[config.mk]
export PLATFORM = sky130hd
export DESIGN_NAME = dram_emu
export DESIGN_NICKNAME = d
export VERILOG_FILES = /design/src/rtl/dram_emu_pkg.sv /design/src/rtl/dram_emu_pins.sv /design/src/rtl/dram_emu_timing.sv /design/src/rtl/dram_emu_cells.sv /design/src/rtl/dram_emu.sv
export SDC_FILE = /design/constraint.sdc
export NUM_CORES = 1
export LEC_CHECK = 0
export CAP_MARGIN = 20
export CORE_AREA = 10 10 189 191
export CTS_BUF_LIST = sky130_fd_sc_hd__clkbuf_2 sky130_fd_sc_hd__clkbuf_4 sky130_fd_sc_hd__clkbuf_8
export DETAILED_ROUTE_END_ITERATION = 8
export DIE_AREA = 0 0 199 201
export PLACE_DENSITY = 0.53
export SYNTH_ARGS = -nofsm -noshare
export SYNTH_HDL_FRONTEND = slang
export SYNTH_SLANG_ARGS = --single-unit
export TNS_END_PERCENT = 30
[constraint.sdc]
create_clock -name clk -period 6 [get_ports clk]
set_clock_uncertainty 0.05 [all_clocks]
set_input_delay 1.2 -clock clk [delete_from_list [all_inputs] [get_ports clk]]
set_output_delay 1.2 -clock clk [all_outputs]
set_load 0.01 [all_outputs]
[src/rtl/dram_emu_pkg.sv]
package dram_emu_pkg;

  // kind of the column access in progress
  typedef enum logic [1:0] {
    ACC_NONE  = 2'd0,
    ACC_READ  = 2'd1,
    ACC_EARLY = 2'd2,
    ACC_LATE  = 2'd3
  } acc_e;

endpackage

[src/rtl/dram_emu_pins.sv]
module dram_emu_pins (
  input  logic clk,
  input  logic rst_n,
  input  logic ras_n,
  input  logic cas_n,
  input  logic we_n,
  output logic ras_fall,
  output logic ras_rise,
  output logic cas_fall,
  output logic cas_rise,
  output logic we_fall,
  output logic cas_hi_q
);

  logic ras_q;
  logic we_q;

  // previous samples, inactive (high) out of reset
  always_ff @(posedge clk or negedge rst_n) begin
    if (!rst_n) begin
      ras_q    <= 1'b1;
      cas_hi_q <= 1'b1;
      we_q     <= 1'b1;
    end else begin
      ras_q    <= ras_n;
      cas_hi_q <= cas_n;
      we_q     <= we_n;
    end
  end

  assign ras_fall = ras_q & ~ras_n;
  assign ras_rise = ~ras_q & ras_n;
  assign cas_fall = cas_hi_q & ~cas_n;
  assign cas_rise = ~cas_hi_q & cas_n;
  assign we_fall  = we_q & ~we_n;

endmodule

[src/rtl/dram_emu_timing.sv]
module dram_emu_timing #(
  parameter int T_RAH = 2,
  parameter int T_RCD = 4,
  parameter int T_RP  = 3,
  parameter int T_CP  = 2
) (
  input  logic clk,
  input  logic rst_n,
  input  logic ras_fall,
  input  logic ras_rise,
  input  logic cas_fall,
  input  logic cas_rise,
  input  logic ras_low,
  input  logic row_live,
  output logic gate_open,
  output logic timing_err
);

  localparam int M1  = (T_RAH > T_RCD) ? T_RAH : T_RCD;
  localparam int M2  = (T_RP > T_CP) ? T_RP : T_CP;
  localparam int LIM = (M1 > M2) ? M1 : M2;
  localparam int CW  = $clog2(LIM + 1);
  localparam logic [CW-1:0] LIM_L = CW'(LIM);
  localparam logic [CW-1:0] RAH_L = CW'(T_RAH);
  localparam logic [CW-1:0] RCD_L = CW'(T_RCD);
  localparam logic [CW-1:0] RP_L  = CW'(T_RP);
  localparam logic [CW-1:0] CP_L  = CW'(T_CP);

  logic [CW-1:0] rcd_cnt;   // clocks since row strobe fell
  logic [CW-1:0] rp_cnt;    // clocks since row strobe rose
  logic [CW-1:0] cp_cnt;    // clocks since column strobe rose
  logic          page_armed;
  logic          rp_bad, rcd_bad, cp_bad;

  always_ff @(posedge clk or negedge rst_n) begin
    if (!rst_n) begin
      rcd_cnt    <= LIM_L;
      rp_cnt     <= LIM_L;
      cp_cnt     <= LIM_L;
      page_armed <= 1'b0;
      timing_err <= 1'b0;
    end else begin
      if (ras_fall)              rcd_cnt <= {{(CW-1){1'b0}}, 1'b1};
      else if (rcd_cnt != LIM_L) rcd_cnt <= rcd_cnt + 1'b1;

      if (ras_rise)              rp_cnt <= {{(CW-1){1'b0}}, 1'b1};
      else if (rp_cnt != LIM_L)  rp_cnt <= rp_cnt + 1'b1;

      if (cas_rise)              cp_cnt <= {{(CW-1){1'b0}}, 1'b1};
      else if (cp_cnt != LIM_L)  cp_cnt <= cp_cnt + 1'b1;

      if (ras_fall)                              page_armed <= 1'b0;
      else if (cas_fall && row_live && ras_low)  page_armed <= 1'b1;

      if (rp_bad || rcd_bad || cp_bad) timing_err <= 1'b1;
    end
  end

  assign rp_bad  = ras_fall && (rp_cnt < RP_L);
  assign rcd_bad = cas_fall && row_live && ras_low && !page_armed && (rcd_cnt < RCD_L);
  assign cp_bad  = cas_fall && row_live && ras_low && page_armed && (cp_cnt < CP_L);

  assign gate_open = (rcd_cnt >= RAH_L);

  AST_ERR_STICKY: assert property (@(posedge clk) disable iff (!rst_n)
    timing_err |=> timing_err);

  AST_ERR_HAS_EDGE: assert property (@(posedge clk) disable iff (!rst_n)
    $rose(timing_err) |-> $past(ras_fall || cas_fall));

endmodule

[src/rtl/dram_emu_cells.sv]
module dram_emu_cells #(
  parameter int IDX_W = 8
) (
  input  logic             clk,
  input  logic             wr_en,
  input  logic [IDX_W-1:0] wr_idx,
  input  logic             wr_bit,
  input  logic [IDX_W-1:0] rd_idx,
  output logic             rd_bit
);

  localparam int DEPTH = 1 << IDX_W;

  logic cells [DEPTH];

  // contents survive reset on purpose
  always_ff @(posedge clk) begin
    if (wr_en) begin
      cells[wr_idx] <= wr_bit;
      AST_WR_BIT_KNOWN: assert (!$isunknown(wr_bit));
    end
  end

  assign rd_bit = cells[rd_idx];

endmodule

[src/rtl/dram_emu.sv]
module dram_emu
  import dram_emu_pkg::*;
#(
  parameter int ADDR_W   = 11,
  parameter int ROW_BITS = 4,
  parameter int COL_BITS = 4,
  parameter int T_RAH    = 2,
  parameter int T_RCD    = 4,
  parameter int T_RP     = 3,
  parameter int T_CP     = 2
) (
  input  logic              clk,
  input  logic              rst_n,
  input  logic              ras_n,
  input  logic              cas_n,
  input  logic              we_n,
  input  logic [ADDR_W-1:0] addr,
  input  logic              din,
  output logic              dout,
  output logic              dout_oe,
  output logic              timing_err
);

  localparam int IDX_W = ROW_BITS + COL_BITS;
  localparam int LOW_W = (ROW_BITS < COL_BITS) ? ROW_BITS : COL_BITS;

  logic ras_fall, ras_rise, cas_fall, cas_rise, we_fall, cas_hi_q;
  logic ras_low, gate_open;
  logic row_open, refresh_cyc, row_live;
  logic cas_live;
  acc_e acc_q;
  logic [ROW_BITS-1:0] row_q;
  logic [COL_BITS-1:0] col_q;
  logic accept, wr_early, wr_late, wr_en;
  logic [IDX_W-1:0] wr_idx, rd_idx;
  logic rd_bit;
  logic unused_addr_hi;

  assign unused_addr_hi = ^addr[ADDR_W-1:LOW_W];

  dram_emu_pins u_pins (
    .clk      (clk),
    .rst_n    (rst_n),
    .ras_n    (ras_n),
    .cas_n    (cas_n),
    .we_n     (we_n),
    .ras_fall (ras_fall),
    .ras_rise (ras_rise),
    .cas_fall (cas_fall),
    .cas_rise (cas_rise),
    .we_fall  (we_fall),
    .cas_hi_q (cas_hi_q)
  );

  assign ras_low  = ~ras_n;
  assign row_live = row_open & ~refresh_cyc;

  dram_emu_timing #(
    .T_RAH (T_RAH),
    .T_RCD (T_RCD),
    .T_RP  (T_RP),
    .T_CP  (T_CP)
  ) u_timing (
    .clk        (clk),
    .rst_n      (rst_n),
    .ras_fall   (ras_fall),
    .ras_rise   (ras_rise),
    .cas_fall   (cas_fall),
    .cas_rise   (cas_rise),
    .ras_low    (ras_low),
    .row_live   (row_live),
    .gate_open  (gate_open),
    .timing_err (timing_err)
  );

  // column edge counts only inside a data row and past the row hold time
  assign accept   = cas_fall & row_live & ras_low & gate_open;
  assign wr_early = accept & ~we_n;
  assign wr_late  = we_fall & cas_live & ~cas_n & ras_low & row_live
                  & (acc_q == ACC_READ);
  assign wr_en    = wr_early | wr_late;

  // row state
  always_ff @(posedge clk or negedge rst_n) begin
    if (!rst_n) begin
      row_open    <= 1'b0;
      refresh_cyc <= 1'b0;
      row_q       <= '0;
    end else if (ras_fall) begin
      row_open    <= 1'b1;
      refresh_cyc <= ~cas_n;
      row_q       <= addr[ROW_BITS-1:0];
    end else if (ras_rise) begin
      row_open    <= 1'b0;
      refresh_cyc <= 1'b0;
    end
  end

  // column access state
  always_ff @(posedge clk or negedge rst_n) begin
    if (!rst_n) begin
      cas_live <= 1'b0;
      acc_q    <= ACC_NONE;
      col_q    <= '0;
    end else if (accept) begin
      cas_live <= 1'b1;
      acc_q    <= we_n ? ACC_READ : ACC_EARLY;
      col_q    <= addr[COL_BITS-1:0];
    end else if (cas_rise) begin
      cas_live <= 1'b0;
      acc_q    <= ACC_NONE;
    end else if (wr_late) begin
      acc_q    <= ACC_LATE;
    end
  end

  assign wr_idx = wr_early ? {row_q, addr[COL_BITS-1:0]} : {row_q, col_q};
  assign rd_idx = {row_q, col_q};

  dram_emu_cells #(
    .IDX_W (IDX_W)
  ) u_cells (
    .clk    (clk),
    .wr_en  (wr_en),
    .wr_idx (wr_idx),
    .wr_bit (din),
    .rd_idx (rd_idx),
    .rd_bit (rd_bit)
  );

  assign dout_oe = cas_live & ((acc_q == ACC_READ) | (acc_q == ACC_LATE));
  assign dout    = dout_oe & rd_bit;

  AST_Q_NEEDS_CAS: assert property (@(posedge clk) disable iff (!rst_n)
    cas_hi_q |-> !dout_oe);

  AST_Q_NOT_EARLY: assert property (@(posedge clk) disable iff (!rst_n)
    $rose(dout_oe) |-> $past(we_n));

  AST_ACCESS_IN_ROW: assert property (@(posedge clk) disable iff (!rst_n)
    $rose(cas_live) |-> $past(!ras_n));

  AST_ONE_WRITE_KIND: assert property (@(posedge clk) disable iff (!rst_n)
    $onehot0({wr_early, wr_late}));

  AST_REFRESH_NO_WRITE: assert property (@(posedge clk) disable iff (!rst_n)
    refresh_cyc |-> !wr_en);

endmodule

# Yosys cells after proc, flatten, opt, wreduce, memory -nomap -nowiden
# Memories as Yosys holds them, arrays and structs flattened.
# Index checks and enable logic that the tools add are counted.
[op_classes]
n_addsub = 3
magnitude_cmp = 4
n_eq_ne = 5
n_mux = 20
n_bitwise = 25
n_reduce_logical = 17
[ops]
columns = ["operator", "n"]
rows = [
  ["3-bit 2-to-1 mux", 6],
  ["1-bit bitwise AND", 17],
  ["2-bit nonzero test", 6],
  ["3-bit by 1-bit adder with 3-bit output (second input constant)", 3],
  ["1-bit 2-to-1 mux", 9],
  ["3-bit != test (second input constant)", 3],
  ["2-bit 2-to-1 mux", 4],
  ["1-bit logical AND", 7],
  ["3-bit by 2-bit < comparator with 1-bit output (second input constant)", 2],
  ["1-bit inverter", 6],
  ["4-bit 2-to-1 mux", 1],
  ["3-bit by 2-bit greater-or-equal comparator with 1-bit output (second input constant)", 1],
  ["3-bit < comparator (second input constant)", 1],
  ["3-bit nonzero test", 1],
  ["2-bit by 1-bit == test with 1-bit output (second input constant)", 1],
  ["2-bit == test (second input constant)", 1],
  ["1-bit logical OR", 2],
  ["1-bit OR", 2],
  ["1-bit logical NOT", 1],
]
[word_totals]
reg_bits = 27
ramBits = 256
inputBits = 17
output_inout_bits = 3
wordCells = 89
memories = 1
[memory_table]
columns = ["name", "words", "width", "rd", "rd_ports_with_merged_regs", "wr", "line_no", "source"]
rows = [
  ["u_cells.cells", 256, 1, 1, 0, 1, "dram_emu_cells.sv:14", "logic cells [DEPTH];"],
]

# Longest topological paths before layout
[depth]
ltp_word = 10
ltp_mapped = 10
mapped_depth_nobuf = 6

# By module
# A second synthesis with hierarchy kept.
[unflattened]
cells_unflattened = 907
hier_area_um2 = 12419.4
[modules_own_cells]
columns = ["mod", "instances", "cells_per_inst", "area_each_um2", "seq_area_each_um2"]
rows = [
  ["dram_emu_cells", 1, 787, 11108.2, 7687.4],
  ["dram_emu", 1, 48, 614.3, 325.3],
  ["dram_emu_timing", 1, 64, 576.8, 279.0],
  ["dram_emu_pins", 1, 8, 120.1, 78.8],
]

# Worst setup path after synthesis
# No wires, ideal clock.
[synth_timing]
kind = "register to output"
from = "register col_q[0]"
to = "output port dout"
t_arrival_ns = 2.175
required_ns = 4.750
setup_slack_ns = 2.575
path_stages_with_launch = 11
path_cell_list = "dfrtp_1 -> buf_2 -> buf_4 -> buf_4 -> buf_2 -> mux2i_1 -> a221oi_1 -> o21ai_0 -> a41oi_1 -> a22oi_1 -> nand3_1"
[synth_via]
elab_chain_len = 2
[synth_lines]
columns = ["element", "line_no", "source"]
rows = [
  ["start: declaration", "dram_emu.sv:33", "logic [COL_BITS-1:0] col_q;"],
  ["start signal: assignment", "dram_emu.sv:108", "col_q <= addr[COL_BITS-1:0];"],
  ["memory read 256 x 1 bit", "-", ""],
  ["1-bit bitwise AND", "dram_emu.sv:132", "assign dout = dout_oe & rd_bit;"],
  ["end: declaration", "dram_emu.sv:19", "output logic dout,"],
]
# Every way passes these cells.

# Worst setup path after layout
# Same ends and word-level chain as after synthesis.

==> results.py <==
metrics = {
    "setup_path": {
        "path_max_fanout": 47,
        "path_class": "reg -> out",
        "crit_chain": "mux4_2 > mux2_2 > a221oi_1 > a21oi_1 > a22oi_1 > nand3_1 > clkdlybuf4s50_1",
        "crit-reg2reg-capture": "u_cells.cells[1]$_DFFE_PP_",
        "path_depth": 7,
        "slowest_delay_ps": 1030,
        "r2r_slack_ps": 2790,
        "cp_top_family": "flip-flops",
        "cp-endpoint": "dout",
        "cp.arrival_ps": 4130,
        "worstSetupStartpoint": "col_q[0]$_DFFE_PN0P_",
        "worstSetupEndpointType": "output pin",
        "reg2reg_from": "refresh_cyc$_DFFE_PN0P_",
        "critPathRequiredTime_ps": 4750,
        "crit_slowest_cell": "dfrtp_4",
        "startpoint_type": "flop",
        "crit_buf_inv": 1,
        "r2r_cells": 7,
    },
    "drt": {
        "routedWlPerCell_um": 23.4,
        "via_per_inst": 5.52,
        "drc_errors": 0,
        "drt_pass1_iterations": 5,
        "initialDrtViolationCount": 770,
        "antenna_left": 0,
        "wirelength_um": 32600,
        "num_vias": 7716,
    },
    "timing": {
        "tns_ps": 0,
        "min_period_ps": 5380,
        "setup_viol": 0,
        "max_freq_ghz": 0.186,
        "rsz0062_at_grt": "false",
        "slew_viol_final": 0,
        "worst_slew_pin_slew_ps": 1060,
        "hold_slack_ps": 443,
        "fin_crit_sh_pct": 89.7,
        "timing_hold_violations_final": 0,
        "maxSlewHeadroom_pct": 29.2,
        "setup_slack_ps": 618,
    },
    "logic_synthesis": {
        "ys_top_cells_by_area": "edfxtp_1 61%, mux4_2 8.8%, nor2_1 8.3%, dfrtp_1 4.2%, mux2i_1 2.6%",
        "synth-edff-count": 256,
        "yosysMostFrequentCell": "nor2_1",
        "synthArstFlopShare_pct": 9.54,
        "ys_ff_latch": 283,
        "syn-num-nets": 952,
        "ys_seq_area_share_pct": 66.7,
        "yosysUniqueCellTypes": 52,
        "ys_warn_count": 0,
        "synth_common_cells": "279 x nor2_1, 256 x edfxtp_1, 51 x nand2_1",
        "synth_top_area_share_pct": 61.2,
        "ys.flop_type": "edfxtp_1",
        "netlist_area_um2": 12600,
        "syn_area_per_cell_um2": 13.5,
        "netlist_instances": 928,
        "yosys.area.top_type": "edfxtp_1",
    },
    "power_and_ir_drop": {
        "switching_power_mw": 1.89,
        "power_frac_seq_pct": 43.0,
        "fin_total_pwr_mw": 5.63,
        "sw_frac_of_total_pct": 33.6,
        "clkPwrFrac_pct": 30.1,
        "combPwrFrac_pct": 26.9,
        "ir_drop_mv": 0.259,
        "p_int_mw": 3.74,
        "p_per_area_nw_per_um2": 401,
        "cellLeakagePower_nw": 4.35,
    },
    "cells_and_area": {
        "finalNonFillerCells": 1397,
        "fin_util_pct": 43.8,
        "fillers": 2997,
        "final_area_um2": 14000,
        "syn2layout_area_growth_pct": 11.9,
        "n_antenna_cell": 0,
        "drive_gt1_share_pct": 18.0,
        "fin_nets": 976,
    },
    "clocking": {
        "cts_buffer_depth": 3,
        "cts.sinks": 283,
        "cts_resized": 0,
        "ctsHoldBuffers": 0,
        "htreeDepth": 2,
        "cts_tree": "built",
        "clockRootBuffer": "clkbuf_8",
        "cts_buffers": 49,
        "post_cts_buffers": 0,
        "cts.reportedPaths.clkPinSlew_ps": 70,
        "clk_latency_ps": 570,
    },
    "floorplanning": {
        "fp.dieArea_um2": 40000,
        "die_h_um": 201,
        "coreArea_um2": 32000,
        "io_pins": 20,
        "core.rowCount": 66,
        "initial_core_util_pct": 39.2,
        "die_w_um": 199,
    },
    "global_route": {
        "met1_usage_pct": 22.4,
        "grt_overflow": 0,
        "grtUsageTotal_pct": 16.4,
        "grt_pass1_vias": 7842,
        "grt_pass1_wl_um": 49100,
        "busiest_layer": "met2",
        "grt_max_degree": 110,
        "grtUsageMet2_pct": 26.1,
        "antenna_found_initial": 0,
        "grt_use_met3_pct": 2.95,
    },
    "run_status": {
        "status": "finished, final reports clean",
    },
    "placed_design": {
        "gp_congestion": 0.802,
        "place_ws_ps": 1240,
        "dp_hpwl_um": 19000,
        "post_dp_cell_area_um2": 13100,
        "dp_cells": 1309,
        "port_buffers": 12,
    },
    "min_path": {
        "min_path_type": "reg -> reg",
    },
    "flow_run": {
        "drv_cap": 0,
    },
}
## routing by layer
metal	share of wire, %	routed length, um
met5	0	0
met4	2.1	672
met3	5.9	1920
met2	47	15400
met1	45	14600
## worst register-to-register path, stage by stage, from the launching register on
cell and delay, ps:
dfrtp_1 400, or4b_4 560, nor4_4 210, buf_4 250, nand3b_1 100, o21ai_0 210
nand2_1 770, nor2_1 360
## sequential cells by signal, indices dropped and copies added (netlist names)
register and count:
acc_q 2, u_pins.ras_q 1, u_timing.page_armed 1, row_open 1, u_timing.cp_cnt 3, u_timing.rcd_cnt 3, u_timing.timing_err 1, cas_live 1
col_q 4, u_timing.rp_cnt 3, u_pins.cas_hi_q 1, u_cells.cells 256, refresh_cyc 1, row_q 4, u_pins.we_q 1
## worst min-delay path by stage
stage                                         start                               to  slack [ps]  cells after the start
CTS                 u_timing.timing_err$_DFFE_PN0P_  u_timing.timing_err$_DFFE_PN0P_         450                      1
floorplan                      row_open$_DFFE_PN0P_             row_open$_DFFE_PN0P_         410                      2
detailed placement  u_timing.timing_err$_DFFE_PN0P_  u_timing.timing_err$_DFFE_PN0P_         440                      1
global placement    u_timing.timing_err$_DFFE_PN0P_  u_timing.timing_err$_DFFE_PN0P_         430                      1
global route        u_timing.timing_err$_DFFE_PN0P_  u_timing.timing_err$_DFFE_PN0P_         470                      1
finish              u_timing.timing_err$_DFFE_PN0P_  u_timing.timing_err$_DFFE_PN0P_         440                      1
## power by group through the flow
stage                     Combinational (mW)  Clock [mW]  Sequential [mW]
after floorplan                         1.10           0             2.29
after global placement                  1.52           0             2.46
after detailed placement                1.53           0             2.46
after CTS                               1.53        1.73             2.42
after global routing                    1.62        1.82             2.44
final                                   1.51        1.69             2.42
## cells by family after synthesis
group,synth area share (%)
AO/OA/AOI/OAI,4.52
XOR/XNOR,0.140
adder cells (fa/ha/maj),0.698
buffers and inverters,2.64
flip-flops,66.7
multiplexers,12.4
AND/OR/NAND/NOR,12.9
## area by class of cell
| class | count | area [um^2] | share of cell area [%] |
|---|---|---|---|
| sequential | 283 | 8380 | 59.7 |
| multi-input combinational | 568 | 3850 | 27.4 |
| clock buffer | 73 | 861 | 6.13 |
| tap | 408 | 510 | 3.64 |
| timing repair buffer | 36 | 314 | 2.24 |
| clock inverter | 15 | 73.8 | 0.526 |
| inverter | 14 | 52.6 | 0.374 |
## cell usage in the layout, fill, tap and decap left out, types with 10 or more instances in the layout
| cell | synthesis | final |
|---|---|---|
| nor2_1 | 279 | 279 |
| clkdlybuf4s50_1 | 0 | 11 |
| nand3_1 | 12 | 12 |
| buf_4 | 3 | 23 |
| inv_1 | 13 | 13 |
| mux4_2 | 49 | 49 |
| o21ai_0 | 21 | 21 |
| a221oi_1 | 12 | 12 |
| dfrtp_1 | 21 | 19 |
| clkinv_1 | 1 | 10 |
| a21oi_1 | 10 | 10 |
| mux2i_1 | 33 | 33 |
| nand2_1 | 51 | 51 |
| clkbuf_8 | 0 | 50 |
| clkbuf_4 | 0 | 23 |
| edfxtp_1 | 256 | 256 |
| mux2_2 | 11 | 11 |
(Power assumes the default switching activity.)
